`src/rtl/tmr_pkg.sv`:
```
package tmr_pkg;

    typedef enum logic [2:0] {
        ACC_IDLE,
        ACC_RD_HI,
        ACC_RD_LO,
        ACC_WR_HI,
        ACC_WR_LO
    } acc_e;

    function automatic acc_e decode_acc(input logic sel, input logic wr, input logic lo);
        if (!sel) return ACC_IDLE;
        if (wr)   return lo ? ACC_WR_LO : ACC_WR_HI;
        return lo ? ACC_RD_LO : ACC_RD_HI;
    endfunction

endpackage

```
`src/rtl/tmr_edge_sync.sv`:
```
module tmr_edge_sync #(
    parameter int unsigned STAGES = 2
) (
    input  logic clk,
    input  logic rst_n,
    input  logic async_i,
    output logic rise_o
);
    logic [STAGES-1:0] sync_q, sync_d;
    logic              last_q, last_d;

    always_comb begin
        sync_d = {sync_q[STAGES-2:0], async_i};
        last_d = sync_q[STAGES-1];
    end

    always_ff @(posedge clk or negedge rst_n) begin
        if (!rst_n) begin
            sync_q <= '0;
            last_q <= 1'b0;
        end else begin
            sync_q <= sync_d;
            last_q <= last_d;
        end
    end

    assign rise_o = sync_q[STAGES-1] & ~last_q;
endmodule

```
`src/rtl/tmr_tick_sel.sv`:
```
module tmr_tick_sel #(
    parameter bit          EXT_CAPABLE = 1'b1,
    parameter int unsigned SYNC_STAGES = 2
) (
    input  logic clk,
    input  logic rst_n,
    input  logic tick_i,
    input  logic ext_clk_i,
    input  logic ext_sel_i,
    output logic tick_o
);
    generate
        if (EXT_CAPABLE) begin : g_ext
            logic ext_rise;
            tmr_edge_sync #(.STAGES(SYNC_STAGES)) u_sync (
                .clk     (clk),
                .rst_n   (rst_n),
                .async_i (ext_clk_i),
                .rise_o  (ext_rise)
            );
            assign tick_o = ext_sel_i ? ext_rise : tick_i;
        end else begin : g_int
            logic unused_ext;
            assign unused_ext = ^{clk, rst_n, ext_clk_i, ext_sel_i};
            assign tick_o = tick_i;
        end
    endgenerate
endmodule

```
`src/rtl/tmr_byte_port.sv`:
```
module tmr_byte_port #(
    parameter int unsigned BYTE_W = 8,
    localparam int unsigned CNT_W = 2 * BYTE_W
) (
    input  logic               clk,
    input  tmr_pkg::acc_e      acc_i,
    input  logic               hold_i,
    input  logic [CNT_W-1:0]   cnt_i,
    output logic [BYTE_W-1:0]  rdata_o
);
    import tmr_pkg::*;

    logic [BYTE_W-1:0] snap_q, snap_d;

    always_comb begin
        snap_d = (acc_i == ACC_RD_HI) ? cnt_i[BYTE_W-1:0] : snap_q;
    end

    // The snapshot register is deliberately left out of reset.
    always_ff @(posedge clk) begin
        snap_q <= snap_d;
    end

    always_comb begin
        unique case (acc_i)
            ACC_RD_HI: rdata_o = cnt_i[CNT_W-1:BYTE_W];
            ACC_RD_LO: rdata_o = hold_i ? snap_q : cnt_i[BYTE_W-1:0];
            default:   rdata_o = '0;
        endcase
    end
endmodule

```
`src/rtl/tmr_count16.sv`:
```
module tmr_count16 #(
    parameter bit          EXT_CAPABLE = 1'b1,
    parameter int unsigned BYTE_W      = 8,
    parameter int unsigned SYNC_STAGES = 2,
    parameter int unsigned PRESET_VAL  = 32'h0000_FFF8
) (
    input  logic              clk,
    input  logic              rst_n,
    input  logic              tick_i,
    input  logic              ext_clk_i,
    input  logic              ext_sel_i,
    input  logic              special_i,
    input  logic              sel_i,
    input  logic              wr_i,
    input  logic              addr_i,
    input  logic [BYTE_W-1:0] wdata_i,
    output logic [BYTE_W-1:0] rdata_o
);
    import tmr_pkg::*;

    localparam int unsigned      CNT_W  = 2 * BYTE_W;
    localparam logic [CNT_W-1:0] PRESET = CNT_W'(PRESET_VAL);

    typedef struct packed {
        logic [CNT_W-1:0] cnt;
        logic             hold;
    } state_t;

    state_t st_q, st_d;
    acc_e   acc;
    logic   tick_now;
    logic [CNT_W-1:0] cnt_now;
    logic   unused_wdata;

    assign unused_wdata = ^wdata_i;
    assign acc          = decode_acc(sel_i, wr_i, addr_i);
    assign cnt_now      = st_q.cnt;

    tmr_tick_sel #(
        .EXT_CAPABLE (EXT_CAPABLE),
        .SYNC_STAGES (SYNC_STAGES)
    ) u_tick (
        .clk       (clk),
        .rst_n     (rst_n),
        .tick_i    (tick_i),
        .ext_clk_i (ext_clk_i),
        .ext_sel_i (ext_sel_i),
        .tick_o    (tick_now)
    );

    always_comb begin
        st_d      = st_q;
        st_d.hold = (acc == ACC_RD_HI);
        if (special_i && acc == ACC_WR_HI) begin
            st_d.cnt = PRESET;
        end else if (EXT_CAPABLE && !special_i && (acc == ACC_WR_HI || acc == ACC_WR_LO)) begin
            st_d.cnt = '0;
        end else if (tick_now) begin
            st_d.cnt = st_q.cnt + 1'b1;
        end
    end

    always_ff @(posedge clk or negedge rst_n) begin
        if (!rst_n) st_q <= '0;
        else        st_q <= st_d;
    end

    tmr_byte_port #(.BYTE_W(BYTE_W)) u_port (
        .clk     (clk),
        .acc_i   (acc),
        .hold_i  (st_q.hold),
        .cnt_i   (st_q.cnt),
        .rdata_o (rdata_o)
    );
endmodule

```
`config.mk`:
```
export PLATFORM = sky130hd
export DESIGN_NAME = tmr_count16
export DESIGN_NICKNAME = d
export VERILOG_FILES = /design/src/rtl/tmr_pkg.sv /design/src/rtl/tmr_edge_sync.sv /design/src/rtl/tmr_tick_sel.sv /design/src/rtl/tmr_byte_port.sv /design/src/rtl/tmr_count16.sv
export SDC_FILE = /design/constraint.sdc
export NUM_CORES = 1
export LEC_CHECK = 0
export ABC_AREA = 1
export CELL_PAD_IN_SITES_DETAIL_PLACEMENT = 0
export CELL_PAD_IN_SITES_GLOBAL_PLACEMENT = 2
export CORE_ASPECT_RATIO = 0.7
export CORE_MARGIN = 10
export CORE_UTILIZATION = 32
export DETAILED_ROUTE_END_ITERATION = 16
export DONT_BUFFER_PORTS = 1
export PLACE_DENSITY = 0.77
export RECOVER_POWER = 50
export SLEW_MARGIN = 20
export SYNTH_ARGS = -nofsm -noshare
export SYNTH_HDL_FRONTEND = slang
export SYNTH_HIERARCHICAL = 1
export SYNTH_SLANG_ARGS = --single-unit
```
`constraint.sdc`:
```
create_clock -name clk -period 1.38 [get_ports clk]
set_input_delay 0.276 -clock clk [delete_from_list [all_inputs] [get_ports clk]]
set_output_delay 0.276 -clock clk [all_outputs]
set_load 0.02 [all_outputs]
```
==> results.cfg, run 1 <==
[critical_path]
path_class = flop to primary output
cp_num_buf_inv = 1
endpoint_kind = primary output
crit_chain = buf_6 -> nand2_2 -> nand2_1 -> nand2_1 -> nand2_2
critical_path.top_delay_family = flip-flops
crit_required_ns = 1.10
cp_data_arrival_time_ns = 1.14
crit_path_start_kind = flop
slowest_stage = dfrtp_2
critical-path-max-stage-delay_ns = 0.46
cp_max_fo = 4

[finish]
drive_gt1_frac = 0.4100
antenna_cells = 0
area_growth_pct = 31.17
layout.nets = 281

[synth]
yosysSeqAreaShare = 0.4271
synth_edf_count = 8
synthAdderAreaFrac = 0.01443
synth_top_area_share = 0.2886
synth_largest_area_cell = dfrtp_1
avgSynthCellArea_sq_um = 7.606
async_reset_ff_frac = 0.7143
dominantRegCellSynth = dfrtp_1
synth-simple-area-share = 0.3975
syn_inst = 228
synthDistinctLibCells = 27
synth.area.top_cells = dfrtp_1 29%, nand2_1 18%, edfxtp_1 14%
synthXorXnorAreaFrac = 0.02525
synthTopCellsByCount = 82 x nand2_1, 21 x nor2_1, 20 x dfrtp_1, 20 x nand3_1, 18 x inv_1
netlist_area_sq_mm = 0.001734
synth_top_family_by_area = simple AND/OR/NAND/NOR gates
synth_fp_nets = 247
synth-compound-area-share = 0.05988
synthMuxAreaShare = 0
yosysMostFrequentCell = nand2_1
ys_ff_latch = 28
yosys_warnings = 6

[timing]
fin_worst_skew_ns = 0.005160
finalCritPeriodShare = 1.028
relSlewSlack = 0.2158
fin_crit_ns = 1.419
holdWs_ns = 0.02060
drv_slew = 0
max_freq_mhz = 704.6
setup_viol = 8
final_hold_viol_count = 0
rsz0062_at_grt = true
finalWorstSetupSlack_ns = -0.03926
fin_setup_tns_ns = -0.2618
tightest_slew_ns = 1.176

[cts]
clock-root-buffer = clkbuf_8
cts.clk_slew.worst_paths_ns = 0.09
clock-sinks = 28
insertion_delay_ns = 0.27
cts_tree = yes
ctsHtreeMaxLevel = 1
numCtsBuffers = 3
clk_path_buf_depth = 2

[routing]
vias = 1543
drt_pass1_iterations = 4
wl_per_cell_um = 13.34
ant_nets = 0
finalWirelength_mm = 4.442
routed_via_density = 4.634
drc = 0
drt_iter0_markers = 76

[die]
dieArea_sq_mm = 0.008811
dieWidth_um = 108.0
die_h_um = 81.59
io_pins = 25
coreArea_sq_mm = 0.005258
num_rows = 22
start_util = 0.3298

[global_routing]
grt_usage = 0.1050
grt_pass1_wl_mm = 7.327
antenna_found_initial = 0
grt_pass1_vias = 1468
grt_max_degree = 21
overflow = 0

[power_and_ir_drop]
p_leak_nw = 1.063
pwr_density_cell_mw_per_mm2 = 1265
ir_worst_vdd_mv = 0.7114
p_total_mw = 2.878

[place]
gp_congestion = 0.7739
io_buffers = 0
place_ws_ns = -0.2061
place_hpwl_mm = 3.487

[outcome]
outcome = complete, but fails checks
violations = negative setup slack

[run]
drv_cap = 0

[hold_path]
hold_class = input pin to flop
-- cell type report --
class | instances | area (sq um)
clock inverter | 1 | 3.754
timing repair buffer | 32 | 264.0
tap | 72 | 90.09
clock buffer | 3 | 41.29
fill | 550 | 2983
sequential | 28 | 749.5
multi-input combinational | 173 | 1026
inverter | 24 | 100.1
-- per-layer routing --
| layer | GRT usage | vias to the layer above | wire length, um |
|---|---|---|---|
| met2 | 0.1587 | 14 | 1887 |
| li1 | - | 807 | - |
| met5 | 0 | - | 0 |
| met1 | 0.1512 | 720 | 2361 |
| met3 | 0.02111 | 2 | 168 |
| met4 | 0.01995 | 0 | 25 |
-- where the power goes --
group          switching (mW)  internal, mW  leakage, nW
sequential              0.235          1.06        0.303
combinational           0.616         0.526        0.737
clock                   0.246         0.200       0.0231
total                    1.10          1.78         1.06
-- cell families (layout without fill, tap and decap cells) --
group           Yosys count  count (layout)
flops                    28              28
simple gates            149             149
fa+ha+maj                 2               2
buf+inv                  27              60
xor+xnor                  5               5
compound gates           17              17
-- path summary, 6_finish.rpt --
check / startpoint / endpoint / slack, ns / cells past startpoint
worst max-delay path: st_q[0] / rdata_o[6] / -0.04 / 5
worst min-delay path: ext_clk_i / u_tick/g_ext.u_sync/sync_q[0] / 0.02 / 0
worst max register to register: cnt_now[0] / cnt_now[14] / 0.03 / 7
worst min register to register: u_tick/g_ext.u_sync/sync_q[0] / u_tick/g_ext.u_sync/sync_q[1] / 0.36 / 0
max in group asynchronous: rst_n / cnt_now[6] / 0.38 / 1
min in group asynchronous: rst_n / u_tick/g_ext.u_sync/sync_q[0] / 0.21 / 1
-- repair_timing --
action / 4_1_cts / 5_1_grt
resized for setup: 23 / 45
setup endpoints to repair: 18 / 24
hold buffers: 1 / 0
buffers inserted: 4 / 2
hold endpoints to repair: 20 / 0
pin swaps: 5 / 17
-- cell usage in the layout, fill, tap and decap left out, types with 3 or more instances in the layout --
cell	n
o21bai_1	3
nor2_2	5
nor2_4	3
xor2_1	3
dfrtp_2	7
buf_4	24
dfrtp_1	13
nand2_4	3
clkbuf_8	3
nand3_1	18
edfxtp_1	8
nand4_1	14
inv_1	16
a21oi_1	4
nor2_1	16
inv_2	5
nand2_1	51
a21oi_2	6
nand2_2	32
buf_6	5
-- sequential cells by signal, indices dropped and copies added (netlist names) --
register,flops
u_tick/g_ext.u_sync/last_q,1
u_port/snap_q,8
u_tick/g_ext.u_sync/sync_q,2
st_q,1
cnt_now,16
-- through the flow --
| stage | area [sq um] | util | cells |
|---|---|---|---|
| after global placement | 1998 | 0.3801 | 322 |
| after global routing | 2275 | 0.4327 | 333 |
| final | 2275 | 0.4327 | 333 |
| after floorplan | 1759 | - | 228 |
| after detailed placement | 1998 | 0.3801 | 322 |
| after CTS | 2137 | 0.4065 | 331 |
No activity file was read; power rests on OpenSTA's default activity.
==> run 2, diff against run 1 <==
SETUP_SLACK_MARGIN = 0.3   (was not set)
==> run 2 against run 1 <==
The flow still finishes with violations (negative setup slack). Flip-flop and latch count unchanged. Fmax down 2.0%. Cell count up 3.3%. Total power up 15%. Largest power group is now combinational logic. Highest routed layer unchanged.
==> results.cfg, run 2 (same netlist as run 1, synthesis figures left out) <==
[die]
dieWidth_um = 108.0
num_rows = 22
start_util = 0.3298
coreArea_sq_mm = 0.005258
dieArea_sq_mm = 0.008811
die_h_um = 81.59
io_pins = 25

[outcome]
violations = negative setup slack
outcome = complete, but fails checks

[hold_path]
hold_class = input pin to flop

[routing]
drt_pass1_iterations = 4
ant_nets = 0
drt_iter0_markers = 108
routed_via_density = 4.741
drc = 0
finalWirelength_mm = 4.908
wl_per_cell_um = 14.27
vias = 1631

[power_and_ir_drop]
pwr-share-comb = 0.461
intPower_mw = 1.997
p_leak_nw = 1.251
sw_frac_of_total = 0.3962
switchingPower_mw = 1.310
pwr_density_cell_mw_per_mm2 = 1237
power_frac_seq = 0.401
clockPowerShare = 0.138
p_total_mw = 3.307
ir_worst_vdd_mv = 0.7369

[global_routing]
grt_pass1_vias = 1553
overflow = 0
grt_max_degree = 21
grt_usage = 0.1127
grt_pass1_wl_mm = 7.941
antenna_found_initial = 0

[timing]
relSlewSlack = 0.6695
fin_crit_ns = 1.449
tightest_slew_ns = 0.4958
drv_slew = 0
final_hold_viol_count = 0
fin_worst_skew_ns = 0.006855
rsz0062_at_grt = true
setup_viol = 9
finalCritPeriodShare = 1.050
fin_setup_tns_ns = -0.5032
finalWorstSetupSlack_ns = -0.06885
max_freq_mhz = 690.2
holdWs_ns = 0.05626

[finish]
antenna_cells = 0
drive_gt1_frac = 0.5735
area_growth_pct = 54.18
largest_reg_flops = 16
mostFrequentLayoutCells = 35 x nand2_2, 30 x nand2_1, 25 x buf_4, 21 x nand2_4
final_common_cell = nand2_2
fin_util = 0.5086
layout.nets = 292

[critical_path]
crit_path_start_kind = flop
cp_data_arrival_time_ns = 1.17
cpMostUsedCell = nand2_2
r2r-start = cnt_now[1]
endpoint_kind = primary output
cp.depth = 6
r2r_slack_ns = -0.03
ff2ff_path_depth = 7
crit_chain = buf_6 -> buf_6 -> nand2_2 -> nand2_2 -> nand2_2 -> nand2_4
timing.rr.end = cnt_now[4]
cp_num_buf_inv = 2
crit_required_ns = 1.10
slowest_stage = dfrtp_1
endpoint = rdata_o[1]
critical-path-max-stage-delay_ns = 0.41
critPathLaunch = cnt_now[1]
path_class = flop to primary output
critical_path.top_delay_family = flip-flops
cp_max_fo = 3

[cts]
ctsHtreeMaxLevel = 1
cts_tree = yes
numCtsBuffers = 3
insertion_delay_ns = 0.27
clock-root-buffer = clkbuf_8
clk_path_buf_depth = 2
cts.clk_slew.worst_paths_ns = 0.10
clock-sinks = 28

[place]
place_ws_ns = -0.1375
place_hpwl_mm = 3.586
gp_congestion = 0.7870
io_buffers = 0

[run]
drv_cap = 0
[run 2: cell count changes in the layout (fill, tap and decap cells not counted), sizes merged]
cell,change
nand3,+1
clkbuf,-2
dlygate4sd3,+2
buf,+10
[run 2: timing repair]
item / CTS / global route
pin swaps: 22 / 31
gates resized for setup: 35 / 75
hold buffers: 1 / 2
cloned: 1 / 0
buffers inserted: 5 / 7
endpoints found under the setup margin: 23 / 24
hold endpoints to repair: 20 / 21
[run 2: final cells by class]
cell class | count | area (sq um)
Fill cell | 505 | 2584
Multi-Input combinational cell | 174 | 1281
Sequential cell | 28 | 754.5
Timing Repair Buffer | 42 | 387.9
Inverter | 24 | 115.1
Tap cell | 72 | 90.09
Clock buffer | 3 | 41.29
Clock inverter | 1 | 3.754
[run 2: worst reg2reg max path, stage by stage, from the launching register on]
cell and delay (ns):
dfrtp_1 0.41, buf_4 0.16, ha_4 0.17, nand3_4 0.09, inv_4 0.05, or2_2 0.27
nand3_1 0.09, nand3_1 0.07
[run 2: power groups by stage]
stage	Combinational (mW)	Clock, mW	Sequential (mW)
floorplan	0.670	0	1.23
global placement	1.03	0	1.28
detailed placement	1.03	0	1.28
CTS	1.19	0.476	1.28
global route	1.68	0.508	1.36
finish	1.52	0.455	1.33
[run 2: stage by stage]
stage	cells	cell area [sq um]
3_3_place_gp	324	2121
4_1_cts	335	2345
2_1_floorplan	228	1867
5_1_grt	344	2674
3_5_place_dp	324	2121
6_report	344	2674
[run 2: per-layer routing]
| metal | track usage | up-vias | wire length, um | share of wire |
|---|---|---|---|---|
| met2 | 0.1611 | 18 | 2113 | 0.43 |
| li1 | - | 841 | - | - |
| met1 | 0.1667 | 770 | 2593 | 0.53 |
| met3 | 0.02502 | 2 | 178 | 0.036 |
| met4 | 0.02527 | 0 | 23 | 0.0047 |
| met5 | 0 | - | 0 | 0 |
[run 2: worst min-delay path by stage]
stage	startpoint	end	slack, ns	cells after the start
4_1_cts	ext_clk_i	u_tick/g_ext.u_sync/sync_q[0]	0.01	0
2_1_floorplan	rst_n	cnt_now[0]	-0.02	0
5_1_grt	addr_i	st_q[0]	0.05	1
3_5_place_dp	rst_n	u_tick/g_ext.u_sync/sync_q[1]	-0.02	0
6_report	addr_i	st_q[0]	0.06	1
3_3_place_gp	rst_n	u_tick/g_ext.u_sync/sync_q[0]	-0.02	0
